$ cat src/rtl/dbell_pkg.sv
package dbell_pkg;
  // Byte offsets of the register words; software depends on these.
  localparam int OFF_MASK = 'h0;
  localparam int OFF_STAT = 'h4;
  localparam int OFF_POS  = 'h8;
  localparam int OFF_RING = 'hC;
  localparam int DATA_W   = 32;

  typedef struct packed {
    logic [15:0] peer;
    logic [7:0]  vec;
  } ring_req_t;
endpackage

$ cat src/rtl/dbell_peer_table.sv
module dbell_peer_table #(
  parameter int NUM_PEERS = 16,
  parameter int NUM_VECS  = 4,
  parameter int PEER_W    = 4,
  parameter int CNT_W     = 3
) (
  input  logic              clk,
  input  logic              rst,
  input  logic [PEER_W-1:0] tbl_peer,
  input  logic              tbl_connect,
  input  logic              tbl_disconnect,
  input  logic [15:0]       qry_peer,
  input  logic [7:0]        qry_vec,
  output logic              qry_ok
);
  logic [CNT_W-1:0] cnt_q [NUM_PEERS];

  for (genvar i = 0; i < NUM_PEERS; i++) begin : g_peer
    logic hit;
    assign hit = (tbl_peer == PEER_W'(i));
    always_ff @(posedge clk) begin
      if (rst) begin
        cnt_q[i] <= '0;
      end else if (tbl_disconnect && hit) begin
        cnt_q[i] <= '0;
      end else if (tbl_connect && hit && (cnt_q[i] < CNT_W'(NUM_VECS))) begin
        cnt_q[i] <= cnt_q[i] + 1'b1;
      end
    end
  end

  logic [PEER_W-1:0] idx;
  logic              in_range;
  assign idx      = qry_peer[PEER_W-1:0];
  assign in_range = (32'(qry_peer) < NUM_PEERS);
  assign qry_ok   = in_range && (32'(qry_vec) < 32'(cnt_q[idx]));
endmodule

$ cat src/rtl/dbell_irq_core.sv
module dbell_irq_core #(
  parameter int DATA_W = 32
) (
  input  logic              clk,
  input  logic              rst,
  input  logic              mask_wr,
  input  logic              stat_wr,
  input  logic              stat_rd,
  input  logic              evt,
  input  logic [DATA_W-1:0] wdata,
  output logic [DATA_W-1:0] mask_q,
  output logic [DATA_W-1:0] stat_q,
  output logic              irq_q
);
  logic [DATA_W-1:0] mask_d, stat_d;

  always_comb begin
    mask_d = mask_wr ? wdata : mask_q;
    if (evt)          stat_d = DATA_W'(1);
    else if (stat_wr) stat_d = wdata;
    else if (stat_rd) stat_d = '0;
    else              stat_d = stat_q;
  end

  always_ff @(posedge clk) begin
    if (rst) begin
      mask_q <= '0;
      stat_q <= '0;
      irq_q  <= 1'b0;
    end else begin
      mask_q <= mask_d;
      stat_q <= stat_d;
      irq_q  <= |(stat_d & mask_d);
    end
  end
endmodule

$ cat src/rtl/dbell_ring_gen.sv
module dbell_ring_gen (
  input  logic       clk,
  input  logic       rst,
  input  logic       fire,
  input  logic       ok,
  input  logic [15:0] req_peer,
  input  logic [7:0]  req_vec,
  output logic       ring_valid,
  output logic [15:0] ring_peer,
  output logic [7:0]  ring_vec
);
  always_ff @(posedge clk) begin
    if (rst) begin
      ring_valid <= 1'b0;
      ring_peer  <= '0;
      ring_vec   <= '0;
    end else begin
      ring_valid <= fire && ok;
      if (fire && ok) begin
        ring_peer <= req_peer;
        ring_vec  <= req_vec;
      end
    end
  end
endmodule

$ cat src/rtl/dbell_regblk.sv
module dbell_regblk #(
  parameter int          NUM_PEERS = 16,
  parameter int          NUM_VECS  = 4,
  parameter int          WIN_BYTES = 256,
  parameter logic [15:0] NODE_ID   = 16'd3,
  localparam int         ADDR_W    = $clog2(WIN_BYTES),
  localparam int         PEER_W    = $clog2(NUM_PEERS),
  localparam int         CNT_W     = $clog2(NUM_VECS + 1)
) (
  input  logic              clk,
  input  logic              rst,
  input  logic [ADDR_W-1:0] bus_addr,
  input  logic              bus_wr,
  input  logic [31:0]       bus_wdata,
  input  logic              bus_rd,
  output logic [31:0]       bus_rdata,
  input  logic              evt_in,
  input  logic [PEER_W-1:0] tbl_peer,
  input  logic              tbl_connect,
  input  logic              tbl_disconnect,
  output logic              irq_out,
  output logic              ring_valid,
  output logic [15:0]       ring_peer,
  output logic [7:0]        ring_vec
);
  import dbell_pkg::*;

  // Writes ignore the two low address bits; reads match exactly.
  logic [ADDR_W-1:0] wr_word_addr;
  logic wr_mask, wr_stat, wr_ring, rd_stat;
  assign wr_word_addr = {bus_addr[ADDR_W-1:2], 2'b00};
  assign wr_mask = bus_wr && (wr_word_addr == ADDR_W'(OFF_MASK));
  assign wr_stat = bus_wr && (wr_word_addr == ADDR_W'(OFF_STAT));
  assign wr_ring = bus_wr && (wr_word_addr == ADDR_W'(OFF_RING));
  assign rd_stat = bus_rd && (bus_addr == ADDR_W'(OFF_STAT));

  logic [DATA_W-1:0] mask_q, stat_q;

  dbell_irq_core #(.DATA_W(DATA_W)) u_irq (
    .clk(clk), .rst(rst),
    .mask_wr(wr_mask), .stat_wr(wr_stat), .stat_rd(rd_stat), .evt(evt_in),
    .wdata(bus_wdata),
    .mask_q(mask_q), .stat_q(stat_q), .irq_q(irq_out)
  );

  ring_req_t req;
  logic      req_ok;
  assign req.peer = bus_wdata[31:16];
  assign req.vec  = bus_wdata[7:0];

  dbell_peer_table #(
    .NUM_PEERS(NUM_PEERS), .NUM_VECS(NUM_VECS), .PEER_W(PEER_W), .CNT_W(CNT_W)
  ) u_tbl (
    .clk(clk), .rst(rst),
    .tbl_peer(tbl_peer), .tbl_connect(tbl_connect), .tbl_disconnect(tbl_disconnect),
    .qry_peer(req.peer), .qry_vec(req.vec), .qry_ok(req_ok)
  );

  dbell_ring_gen u_ring (
    .clk(clk), .rst(rst),
    .fire(wr_ring), .ok(req_ok),
    .req_peer(req.peer), .req_vec(req.vec),
    .ring_valid(ring_valid), .ring_peer(ring_peer), .ring_vec(ring_vec)
  );

  always_ff @(posedge clk) begin
    if (rst) begin
      bus_rdata <= '0;
    end else if (bus_rd) begin
      if (bus_addr == ADDR_W'(OFF_MASK))      bus_rdata <= mask_q;
      else if (bus_addr == ADDR_W'(OFF_STAT)) bus_rdata <= stat_q;
      else if (bus_addr == ADDR_W'(OFF_POS))  bus_rdata <= {16'h0, NODE_ID};
      else                                    bus_rdata <= '0;
    end
  end
endmodule

$ cat config.mk
export PLATFORM = sky130hd
export DESIGN_NAME = dbell_regblk
export DESIGN_NICKNAME = d
export VERILOG_FILES = /design/src/rtl/dbell_pkg.sv /design/src/rtl/dbell_peer_table.sv /design/src/rtl/dbell_irq_core.sv /design/src/rtl/dbell_ring_gen.sv /design/src/rtl/dbell_regblk.sv
export SDC_FILE = /design/constraint.sdc
export NUM_CORES = 1
export LEC_CHECK = 0
export BUFFER_PORTS_ARGS = -buffer_cell sky130_fd_sc_hd__buf_2
export CORE_ASPECT_RATIO = 1.1
export CORE_MARGIN = 3
export CORE_UTILIZATION = 23
export CTS_CLUSTER_DIAMETER = 80
export DETAILED_ROUTE_END_ITERATION = 16
export SLEW_MARGIN = 20
export SYNTH_ARGS = -nofsm -noshare
export SYNTH_HDL_FRONTEND = slang
export SYNTH_SLANG_ARGS = --single-unit
$ cat constraint.sdc
create_clock -name clk -period 4.1 [get_ports clk]
set_clock_uncertainty 0.2 [all_clocks]
set_input_delay 0.205 -clock clk [delete_from_list [all_inputs] [get_ports clk]]
set_output_delay 0.205 -clock clk [all_outputs]
set_load 0.02 [all_outputs]
Word-level counts from Yosys, hierarchy flattened
Memories as Yosys holds them, arrays and structs flattened.
Cells that the tools add are included.
{ "totals": {"reg_bits": 122, "mem_bits_rw": 48, "output_inout_bits": 58, "word_cells": 305, "mem_count": 1} }
{ "mem_list": {"columns": ["name", "words", "word_bits", "rd", "rd_clocked_by_memory_dff", "write_ports", "line", "text"], "rows": [
  ["u_tbl.cnt_q", 16, 3, 17, 0, 16, "dbell_peer_table.sv:16", "logic [CNT_W-1:0] cnt_q [NUM_PEERS];"]
]} }
{ "op_classes": {"add_sub_neg": 16, "order_cmp": 18, "eq_ne": 19, "mux": 153, "bitwise_logic": 33, "n_reduce_logical": 58} }
{ "ops": {"columns": ["cell", "count"], "rows": [
  ["$mux W32", 6],
  ["$mux W1", 114],
  ["$mux W3", 32],
  ["$logic_and A1 B1 Y1", 54],
  ["$add A3 B1 Y3 const B", 16],
  ["$lt A3 B3 Y1 const B", 16],
  ["$and A32 B32 Y32", 1],
  ["$eq A4 B4 Y1 const B", 8],
  ["$or A1 B1 Y1", 32],
  ["$reduce_or A32 Y1", 1],
  ["$eq A4 B3 Y1 const B", 4],
  ["$logic_not A8 Y1", 2],
  ["$lt A16 B5 Y1 const B", 1],
  ["$eq A4 B2 Y1 const B", 2],
  ["$eq A8 B3 Y1 const B", 1],
  ["$eq A8 B4 Y1 const B", 1],
  ["$lt A8 B3 Y1", 1],
  ["$eq A6 B1 Y1 const B", 1],
  ["$eq A6 B2 Y1 const B", 1],
  ["$eq A4 B1 Y1 const B", 1],
  ["$logic_not A4 Y1", 1],
  ["$mux W2", 1]
]} }

Longest topological paths before layout
Gate-level depths: netlist of the first run.
{ "depth": {"word_depth": 8, "depth_mapped": 13, "ltp_nobuf": 10} }

By module
From an unflattened synthesis of the first run, not the netlist that was laid out.
{ "hier_totals": {"hier_cells": 814, "hier_area_um2": 8325.5} }
{ "by_module_without_submodules": {"columns": ["module", "instances", "cells_per_inst", "area_per_inst_um2"], "rows": [
  ["dbell_peer_table", 1, 245, 2926.6],
  ["dbell_irq_core", 1, 301, 2781.4],
  ["dbell_regblk", 1, 156, 1468.9],
  ["dbell_ring_gen", 1, 112, 1148.6]
]} }

Worst setup path after synthesis of the first run
Ideal clock, no wire load.
{ "synth_timing": {"path_kind": "input port to flip-flop", "start": "input bus_wdata[16]", "end": "register u_ring.ring_peer[1]", "setup_ps": 128, "t_arrival_ps": 3223, "t_required_ps": 3772, "path_slack_ps": 550, "cell_stages": 13, "n_path_buf": 4, "path_cell_list": "clkbuf_1 -> buf_1 -> mux4_2 -> mux4_2 -> inv_1 -> ha_1 -> nand2_1 -> nand4_1 -> a311o_1 -> buf_2 -> clkbuf_1 -> a21oi_1 -> nor2_1"} }
{ "synth_via": {"elab_chain_len": 4, "elab_cells_between_ends": 5, "classes_between": "order compare (2); reduce/logical (2); memory (1)"} }
{ "synth_rtl": {"columns": ["element", "line", "text"], "rows": [
  ["from (decl)", "dbell_regblk.sv:14", "input logic [31:0] bus_wdata,"],
  ["$mem_v2 Z16 W3", null, null],
  ["$lt A8 B3 Y1", "dbell_peer_table.sv:36", "assign qry_ok = in_range && (32'(qry_vec) < 32'(cnt_q[idx]));"],
  ["$logic_and A1 B1 Y1 *", "dbell_peer_table.sv:36", null],
  ["$logic_and A1 B1 Y1 *", "dbell_ring_gen.sv:19", "if (fire && ok) begin"],
  ["to (signal assigned)", "dbell_ring_gen.sv:20", "ring_peer <= req_peer;"],
  ["to (decl)", "dbell_ring_gen.sv:9", "output logic [15:0] ring_peer,"]
]} }
Every way passes the cells marked *; elsewhere a longest branch is shown, timed or not.
A chain may end at the register's enable or synchronous reset.

==> summary.md, run 1 <==
| Metric | Value |
|---|---|
| Status | `completed` |
| Via count | `7400` |
| Synth async-reset ratio | `0%` |
| Buffers added on ports | `108` |
| Hpwl dp | `18.20 mm` |
| Largest net degree at the start of global routing | `91` |
| Synth Flop Type | `dfxtp_1` |
| Synth Instances | `878` |
| Final wirelength | `26.21 mm` |
| Max clock buf depth | `2` |
| RSZ-0062 raised after global routing | `no` |
| Antenna violations before repair | `4` |
| Final Max Tran Viols | `0` |
| Tot GR Track Use | `13.88%` |
| H-Tree Depth | `4` |
| DRT Pass-1 Iters | `7` |
| Synth cell count leaders | `122 x dfxtp_1, 94 x nor2_1, 91 x a21oi_1, 74 x nand2_1, 61 x a22oi_1` |
| Mean post-synth cell area | `9.276 um^2` |
| Max rail drop VDD | `0.2764 mV` |
| Power, Total | `0.003653 W` |
| Post-CTS sizing | `0` |
| Count leader, synth | `dfxtp_1` |
| Placed Area | `9123 um^2` |
| CP Buf/Inv Count | `1` |
| Synth unique cells | `57` |
| Initial core utilization | `23.57%` |
| CP max stage cell | `a311o_2` |
| Post-synth EDFFs | `48` |
| Register area share after synthesis | `47.69%` |
| CP dominant cell by count | `mux4_2` |
| Critical path's top delay family | `multiplexers` |
| Arrival @ worst endpoint | `3220 ps` |
| Layout cells sized above 1 | `18.43%` |
| TritonCTS clock tree | `done` |
| Post-synth top area share | `29.99%` |
| RD Place Congestion | `0.9251` |
| Grt total ovfl | `0` |
| Pleak | `3.673 nW` |
| CTS buffer count | `17` |
| Power Density | `366.0 nW/um^2` |
| First DRT Iteration DRCs | `978` |
| Fin crit share | `76.65%` |
| Util after Layout | `28.88%` |
| Max cap viols | `0` |
| Yosys top cell by area | `dfxtp_1` |
| Achievable Freq | `318.2 MHz` |
| Hold Vio Cnt, Final | `0` |
| Synth warn | `0` |
| # nets final | `1049` |
| Area added between synthesis and finish | `22.54%` |
| Fill cells | `3658` |
| Design area | `9980 um^2` |
| CTS Root Cell | `clkbuf_16` |
| Worst skew pair latency | `430 ps` |
| Synthesized area | `8144 um^2` |
| Type of element launching the critical path | `register` |
| Reg clk slew, reported paths | `70 ps` |
| Slew HR | `29.23%` |
| Seq cells post-synth | `170` |
| Chip height | `203.4 um` |
| CP endpoint kind | `register` |
| Post-layout minimum cycle time | `3143 ps` |
| CP cell instances | `mux4_2 > mux4_2 > inv_1 > ha_1 > nand2_1 > nand4_1 > a311o_2 > a21oi_1 > nor2_1` |
| DRC | `0` |
| CTS hold repair buffers | `30` |
| Setup Fix Bufs, Post-CTS | `0` |
| Number of global-route vias before repair | `7005` |
| Site row count | `71` |
| Crit-path max FO | `27` |
| Final setup vio count | `0` |
| Syn_nets | `947` |
| ANT nets after route | `0` |
| Die Footprint | `37710 um^2` |
| Hold crit path type | `input pin to register` |
| Via density | `5.168` |
| Area contributors post-synth | `dfxtp_1 30%, edfxtp_1 18%, a22oi_1 5.6%` |
| Post-DR wirelength/cell | `18.31 um` |
| Core region area | `34560 um^2` |
| Critical path's largest stage delay | `610 ps` |
| Worst path required time | `4170 ps` |
| First-pass GRT wire length | `40.88 mm` |
| Worst hold slack | `27.53 ps` |
| CP Class | `register to register` |
| Die width | `185.4 um` |
| Fin Setup TNS | `0 ps` |
| I/O pin count | `109` |
| Worst slew pin tran | `1062 ps` |
| Clk sink count | `170` |
-- cells by family (layout without fill, tap and decap cells) --
group / Yosys count / after routing / synth area share, %
other cells: 0 / 1 / 0
flops: 170 / 170 / 47.69
compound gates: 258 / 258 / 21.22
mux: 20 / 20 / 4.763
simple gates: 312 / 312 / 18.77
buf+inv: 100 / 215 / 4.793
fa+ha+maj: 18 / 18 / 2.765
-- layer usage --
| layer | up-vias | wire length, um | global-route usage (%) |
|---|---|---|---|
| li1 | 3489 | - | - |
| met1 | 3536 | 11160 | 18.89 |
| met2 | 332 | 12200 | 21.79 |
| met3 | 35 | 2415 | 3.978 |
| met4 | 8 | 385 | 3.324 |
| met5 | - | 52 | 0 |
-- tightest hold or removal path, stage by stage --
cell,delay (ps)
buf_2,230
nand2_1,110
a21oi_1,60
-- path summary, 6_finish.rpt --
kind / start / end / slack [ps] / cells past startpoint
worst max-delay path: u_tbl.cnt_q[11][2] / u_ring.ring_peer[1] / 960 / 9
worst min-delay path: bus_wdata[17] / u_irq.mask_q[17] / 30 / 3
worst max register to register: u_tbl.cnt_q[11][2] / u_ring.ring_peer[1] / 960 / 9
worst min register to register: u_irq.mask_q[30] / u_irq.mask_q[30] / 270 / 2
-- per-stage QoR --
stage	cells	setup WS, ps
final	1432	957.2
after global routing	1431	755.7
after CTS	1431	711.2
after detailed placement	1369	513.1
after global placement	1369	565.8
after floorplan	878	549.9
-- where the power goes --
group | switching (W) | internal, W
logic | 0.000197 | 0.000113
clock network | 0.000718 | 0.000835
registers | 0.0000283 | 0.00176
total | 0.000944 | 0.00271
-- state kept, by name, indices dropped and copies added (netlist names) --
| signal | cells |
|---|---|
| u_irq.irq_q | 1 |
| u_irq.stat_q | 32 |
| u_tbl.cnt_q | 48 |
| bus_rdata | 32 |
| u_ring.ring_valid | 1 |
| u_ring.ring_vec | 8 |
| u_irq.mask_q | 32 |
| u_ring.ring_peer | 16 |
-- placed cells by master, fill, tap and decap left out, types with 8 or more instances in the layout --
cell | netlist | layout
and2_1 | 32 | 32
buf_2 | 3 | 107
ha_1 | 18 | 18
dlygate4sd3_1 | 0 | 30
o31ai_1 | 15 | 15
nor4_1 | 28 | 25
a211oi_1 | 32 | 32
nor3_1 | 25 | 24
clkbuf_16 | 0 | 18
mux4_2 | 15 | 15
a22oi_1 | 61 | 61
and3_1 | 20 | 20
buf_4 | 1 | 17
edfxtp_1 | 48 | 48
dfxtp_1 | 122 | 122
inv_1 | 27 | 27
a21oi_1 | 91 | 91
o21ai_0 | 8 | 8
nand2_1 | 74 | 74
nor2_1 | 94 | 94
a31oi_1 | 9 | 9
nand2b_1 | 10 | 10
-- area by class of cell --
type | instances | area [um^2] | area share [%]
sequential | 170 | 3884 | 38.92
multi-input combinational | 608 | 3904 | 39.12
clock inverter | 12 | 85.08 | 0.8526
clock buffer | 20 | 467.9 | 4.689
timing repair buffer | 155 | 983.4 | 9.855
tap | 438 | 548.0 | 5.491
antenna | 1 | 2.502 | 0.02508
inverter | 28 | 105.1 | 1.053
No activity file was read; power rests on OpenSTA's default activity.
==> run 2: changes to the inputs <==
clock period = 3 ns   (was 4.1 ns; I/O delays follow)
==> run 2 against run 1 <==
Sequential power grew 36%. Global-route usage up 0.14 points. First-iteration DRC count fell by 13%. Non-clock buffer count is 53 higher. Fmax is 5.6% higher. Die area did not move. Cell area increased by 5.1%. Power up 41%. Clock power is 44% higher. Flip-flop and latch count unchanged. Largest power group unchanged.
==> summary.md, run 2 (synthesis results as in run 1) <==
| Metric | Value |
|---|---|
| Status | `completed` |
| Switching pwr | `0.001304 W (+38%)` |
| Layout cells sized above 1 | `22.78% (+4.3 points)` |
| First-pass GRT wire length | `41.37 mm (+1.2%)` |
| Sw Share | `25.32% (-0.52 points)` |
| Buffers added on ports | `108 (unchanged)` |
| Crit-path max FO | `5 (-81%)` |
| Register share of total power | `47.4% (-1.6 points)` |
| CTS Root Cell | `clkbuf_16` |
| Post-DR wirelength/cell | `18.11 um (-1.0%)` |
| CP Class | `register to register` |
| Pleak | `3.955 nW (+7.7%)` |
| I/O pin count | `109 (unchanged)` |
| Achievable Freq | `336.0 MHz (+5.6%)` |
| Tot GR Track Use | `14.01% (+0.14 points)` |
| ANT nets after route | `0 (unchanged)` |
| Max cap viols | `0 (unchanged)` |
| Reg clk slew, reported paths | `70 ps (about the same)` |
| Initial core utilization | `23.57% (unchanged)` |
| Final Max Tran Viols | `0 (unchanged)` |
| Hpwl dp | `19.05 mm (+4.7%)` |
| Register name with the most flops | `u_tbl.cnt_q` |
| H-Tree Depth | `4 (unchanged)` |
| Worst skew pair latency | `440 ps (about the same)` |
| First DRT Iteration DRCs | `854 (-13%)` |
| Fill cells | `3609 (-1.3%)` |
| CTS buffer count | `17 (unchanged)` |
| Area added between synthesis and finish | `28.84%` |
| Hold crit path type | `input pin to register` |
| Reg area | `3884 um^2 (unchanged)` |
| Fin Setup TNS | `0 ps (unchanged)` |
| Hold Vio Cnt, Final | `0 (unchanged)` |
| Type of element launching the critical path | `register` |
| Post-layout minimum cycle time | `2976 ps (-166.9 ps)` |
| RD Place Congestion | `0.8915 (-3.6%)` |
| Clk sink count | `170 (unchanged)` |
| DRT Pass-1 Iters | `6 (-1)` |
| Via count | `7638 (+3.2%)` |
| Util after Layout | `30.36% (+1.5 points)` |
| Worst slew pin tran | `1051 ps (-10.75 ps)` |
| Largest net degree at the start of global routing | `90 (-1.1%)` |
| R2R setup slack | `20 ps (-930 ps)` |
| Max clock buf depth | `2 (unchanged)` |
| # nets final | `1102 (+5.1%)` |
| DRC | `0 (unchanged)` |
| Number of global-route vias before repair | `7292 (+4.1%)` |
| Internal | `0.003846 W (+42%)` |
| Max rail drop VDD | `0.3953 mV (+43%)` |
| Most frequent cells in the layout | `122 x dfxtp_1, 107 x buf_2, 94 x nor2_1, 89 x a21oi_1, 73 x nand2_1` |
| Slew HR | `29.94% (+0.72 points)` |
| Final setup vio count | `0 (unchanged)` |
| Final wirelength | `26.90 mm (+2.6%)` |
| Grt total ovfl | `0 (unchanged)` |
| Most common cell after layout, fill and taps aside | `dfxtp_1` |
| Max reg flops | `48 (unchanged)` |
| Worst hold slack | `39.03 ps (+11.50 ps)` |
| CP endpoint kind | `register` |
| Site row count | `71 (unchanged)` |
| Via density | `5.143 (-0.47%)` |
| Critical register-to-register path startpoint | `u_tbl.cnt_q[10][2]` |
| Fin crit share | `99.19% (+23 points)` |
| Arrival @ worst endpoint | `3110 ps (-110 ps)` |
| Power Density | `490.8 nW/um^2 (+34%)` |
| Power, Total | `0.005150 W (+41%)` |
| Critical path capture point | `u_ring.ring_peer[6]` |
| Clock share of power | `43.3% (+0.8 points)` |
| RSZ-0062 raised after global routing | `yes` |
| Logic pwr share | `9.3% (+0.8 points)` |
| Multi-input gate area | `3925 um^2 (+0.54%)` |
| Reg2reg path depth | `10 (+1)` |
| Die Footprint | `37710 um^2 (unchanged)` |
| Core region area | `34560 um^2 (unchanged)` |
| Antenna violations before repair | `1 (-3)` |
| Worst path required time | `3130 ps (-1040 ps)` |
| Die width | `185.4 um (unchanged)` |
| Chip height | `203.4 um (unchanged)` |
| TritonCTS clock tree | `done` |
| Worst setup startpoint | `u_tbl.cnt_q[10][2]` |
| Worst flop-to-flop path endpoint | `u_ring.ring_peer[6]` |
run 2: stage by stage:
| step | std cells | worst slack (ps) | area (um^2) |
|---|---|---|---|
| 4_1_cts | 1479 | 14.25 | 10430 |
| 3_5_place_dp | 1414 | -97.98 | 9510 |
| 3_3_place_gp | 1414 | -42.70 | 9510 |
| 6_report | 1485 | 24.17 | 10490 |
| 5_1_grt | 1483 | -59.79 | 10490 |
| 2_1_floorplan | 878 | 12.78 | 8174 |
run 2: repair_timing:
action,in CTS,in global routing
hold buffers,32,0
setup buffers,2,3
gates cloned,0,1
pin swaps,1,0
hold endpoints to repair,65,0
resized for setup,0,8
endpoints found under the setup margin,13,8
run 2: power groups by stage:
stage / Clock, W / Combinational, W / Sequential, W
global route: 0.00236 / 0.000519 / 0.00244
global placement: 0 / 0.000422 / 0.00249
finish: 0.00223 / 0.000477 / 0.00244
floorplan: 0 / 0.000217 / 0.00251
CTS: 0.00228 / 0.000466 / 0.00244
detailed placement: 0 / 0.000428 / 0.00249
run 2: cell type report:
| type | count | area share [%] |
|---|---|---|
| diodes | 2 | 0.04770 |
| clock buffers | 18 | 4.186 |
| clock inverters | 13 | 1.359 |
| inverters | 28 | 1.002 |
| multi-input cells | 608 | 37.41 |
| flip-flops and latches | 170 | 37.01 |
| well taps | 438 | 5.223 |
| repair buffers | 208 | 13.76 |
run 2: how the worst min path moves through the flow:
stage,startpoint,to,slack (ps),cells after the start
2_1_floorplan,bus_wdata[28],u_irq.stat_q[28],90,2
3_3_place_gp,bus_wdata[12],u_irq.mask_q[12],230,3
3_5_place_dp,bus_wdata[12],u_irq.mask_q[12],230,3
4_1_cts,bus_addr[1],bus_rdata[1],1,4
5_1_grt,bus_rd,bus_rdata[0],60,4
6_report,bus_addr[1],bus_rdata[1],40,4
run 2: per-layer routing:
metal	vias up	GRT usage (%)	routed length, um
li1	3604	-	-
met1	3671	19.03	11740
met2	328	22.29	12560
met3	33	3.264	2172
met4	2	4.020	414
met5	-	0	13
run 2: critical path: stages, from the launching register on:
cell and delay [ps]:
edfxtp_1 430, mux4_2 480, mux4_2 490, inv_2 80, ha_4 190, nand2_2 50
nand4_1 100, a311o_1 360, buf_4 170, buf_4 140, and3_1 170
==> run 3: changes to the inputs <==
CTS_CLUSTER_SIZE = 14   (was unset)
clock period = 2.4 ns   (was 3 ns; I/O delays follow)
==> run 3 against run 2 <==
The flow now finishes with violations (setup timing). Fmax rose by 3.8%. Combinational power rose by 41%. Critical path depth did not move.
==> summary.md, run 3 (synthesis results as in run 1) <==
| Metric | Value |
|---|---|
| Antenna violations before repair | `0 (-1)` |
| Placed cells | `1495 (+5.7%)` |
| Final worst slack | `-468.1 ps (-492.3 ps)` |
| Site row count | `71 (unchanged)` |
| Max clock buf depth | `2 (unchanged)` |
| Core region area | `34560 um^2 (unchanged)` |
| Buffers added on ports | `108 (unchanged)` |
| Layout cells sized above 1 | `29.41% (+6.6 points)` |
| CP endpoint kind | `register` |
| Crit-path max FO | `14 (+9)` |
| Post-layout minimum cycle time | `2868 ps (-107.7 ps)` |
| Final setup vio count | `26 (+26)` |
| Clk sink count | `170 (unchanged)` |
| Multi-input gate area | `4016 um^2 (+2.3%)` |
| Status | `finished with violations` |
| Worst slew pin tran | `926.2 ps (-124.7 ps)` |
| Failing checks | `setup timing` |
| First-pass GRT wire length | `43.62 mm (+5.5%)` |
| I/O pin count | `109 (unchanged)` |
| M1 GR Usage | `19.89% (+0.85 points)` |
| Max cap viols | `0 (unchanged)` |
| Grt total ovfl | `0 (unchanged)` |
| Most common cell after layout, fill and taps aside | `buf_4` |
| Achievable Freq | `348.7 MHz (+3.8%)` |
| Setup WS pre-CTS | `-578.5 ps (-480.6 ps)` |
| Critical path's largest stage delay | `500 ps (about the same)` |
| Worst path required time | `2530 ps (-600 ps)` |
| Non-filler cells, final | `1560 (+5.1%)` |
| # nets final | `1178 (+6.9%)` |
| Number of global-route vias before repair | `7725 (+5.9%)` |
| Hold Vio Cnt, Final | `0 (unchanged)` |
| Fin Setup TNS | `-10710 ps (-10710 ps)` |
| Type of element launching the critical path | `register` |
| Arrival @ worst endpoint | `3000 ps (-110 ps)` |
| Top Usage Layer GRT | `met2` |
| Met3 usage | `3.264% (unchanged)` |
| Tot GR Track Use | `14.93% (+0.91 points)` |
| CP cell instances | `mux4_2 > mux4_2 > inv_2 > ha_4 > nand2_2 > nand4_1 > a311o_1 > buf_12 > mux2i_1 > nor2_1` |
| Die width | `185.4 um (unchanged)` |
| Ant. Diodes | `0 (-2)` |
| Slew HR | `38.26% (+8.3 points)` |
| Fill cells | `3554 (-1.5%)` |
| Max rail drop VDD | `0.4746 mV (+20%)` |
| Pleak | `4.327 nW (+9.4%)` |
| Most frequent cells in the layout | `136 x buf_4, 122 x dfxtp_1, 106 x buf_2, 93 x nor2_1, 89 x a21oi_1` |
| Placed Area | `10130 um^2 (+6.5%)` |
| ANT nets after route | `0 (unchanged)` |
| CP Class | `register to register` |
| Via count | `7873 (+3.1%)` |
| CP max stage cell | `mux4_2` |
| DRC | `0 (unchanged)` |
| First DRT Iteration DRCs | `793 (-7.1%)` |
| Max reg flops | `48 (unchanged)` |
| DRT Pass-1 Iters | `6 (unchanged)` |
| Hold crit path type | `input pin to register` |
| Worst skew pair latency | `440 ps (about the same)` |
| CP dominant cell by count | `mux4_2` |
| Largest net degree at the start of global routing | `83 (-7.8%)` |
| Post-DR wirelength/cell | `17.86 um (-1.4%)` |
| Hpwl dp | `20.16 mm (+5.8%)` |
| Via density | `5.047 (-1.9%)` |
| CTS buffer count | `17 (unchanged)` |
| Met2 usage | `24.11% (+1.8 points)` |
| CTS Root Cell | `clkbuf_16` |
| Initial core utilization | `23.57% (unchanged)` |
| Reg clk slew, reported paths | `70 ps (about the same)` |
| Design area | `11160 um^2 (+6.3%)` |
| Final Max Tran Viols | `0 (unchanged)` |
| Final wirelength | `27.87 mm (+3.6%)` |
| Power Density | `580.0 nW/um^2 (+18%)` |
| Fin crit share | `119.5% (+20 points)` |
| RD Place Congestion | `0.8810 (-1.2%)` |
| Die Footprint | `37710 um^2 (unchanged)` |
| Register name with the most flops | `u_tbl.cnt_q` |
| RSZ-0062 raised after global routing | `yes` |
| Area added between synthesis and finish | `36.98%` |
| Reg area | `3884 um^2 (unchanged)` |
| H-Tree Depth | `4 (unchanged)` |
| Chip height | `203.4 um (unchanged)` |
| TritonCTS clock tree | `done` |
| Setup Fix Bufs, Post-CTS | `0 (-2)` |
[run 3: changes by cell type in the layout (fill, tap and decap cells not counted), moves of 2 or more]
cell,delta
buf_6,+2
bufinv_16,-2
a2111oi_0,-3
a2111oi_1,+2
inv_6,+4
clkbuf_16,+2
diode_2,-2
buf_4,+74
and3_1,-9
and3_4,+9
clkinv_4,-2
[run 3: critical path, delay by kind of cell, from the launching register on]
family,cells,cell delay (ps)
compound gates,1,350
fa+ha+maj,1,200
buf+inv,2,280
flops,1,410
mux,3,1130
simple gates,3,190
[run 3: per-stage QoR]
| stage | hold slack, ps | utilization [%] | power, W |
|---|---|---|---|
| after floorplan | 58.32 | - | 0.003411 |
| after global placement | 198.8 | 29.32 | 0.003718 |
| after detailed placement | 201.4 | 29.32 | 0.003726 |
| after CTS | 2.347 | 32.07 | 0.006518 |
| after global routing | 52.48 | 32.28 | 0.006707 |
| final | 32.46 | 32.28 | 0.006470 |
[run 3: cell type report]
class,instances,share of cell area [%]
multi-input combinational,608,36.00
clock inverter,13,0.8973
timing repair buffer,284,18.17
inverter,28,0.9421
clock buffer,19,4.262
tap,438,4.913
sequential,170,34.81
[run 3: per-layer routing]
layer  vias up  wire (um)
li1       3742          -
met1      3802      12130
met2       291      13240
met3        38       1942
met4         0        553
met5         -          0
[run 3: repair_timing]
action	4_1_cts	5_1_grt
pin swaps	3	4
resized for setup	10	16
setup endpoints to repair	26	40
hold buffers	33	0
hold endpoints to repair	70	0
[run 3: report_power, final]
group          internal, W  switching, W
clock              0.00147       0.00128
sequential         0.00301     0.0000372
combinational     0.000286      0.000387
total              0.00476       0.00171
[run 3: final timing paths]
| check | cells past startpoint | slack (ps) | start | endpoint |
|---|---|---|---|---|
| setup / recovery | 10 | -470 | u_tbl.cnt_q[13][2] | u_ring.ring_peer[3] |
| hold / removal | 5 | 30 | bus_addr[2] | bus_rdata[1] |
| setup reg to reg | 10 | -470 | u_tbl.cnt_q[13][2] | u_ring.ring_peer[3] |
| hold reg to reg | 2 | 270 | u_irq.mask_q[13] | u_irq.mask_q[13] |
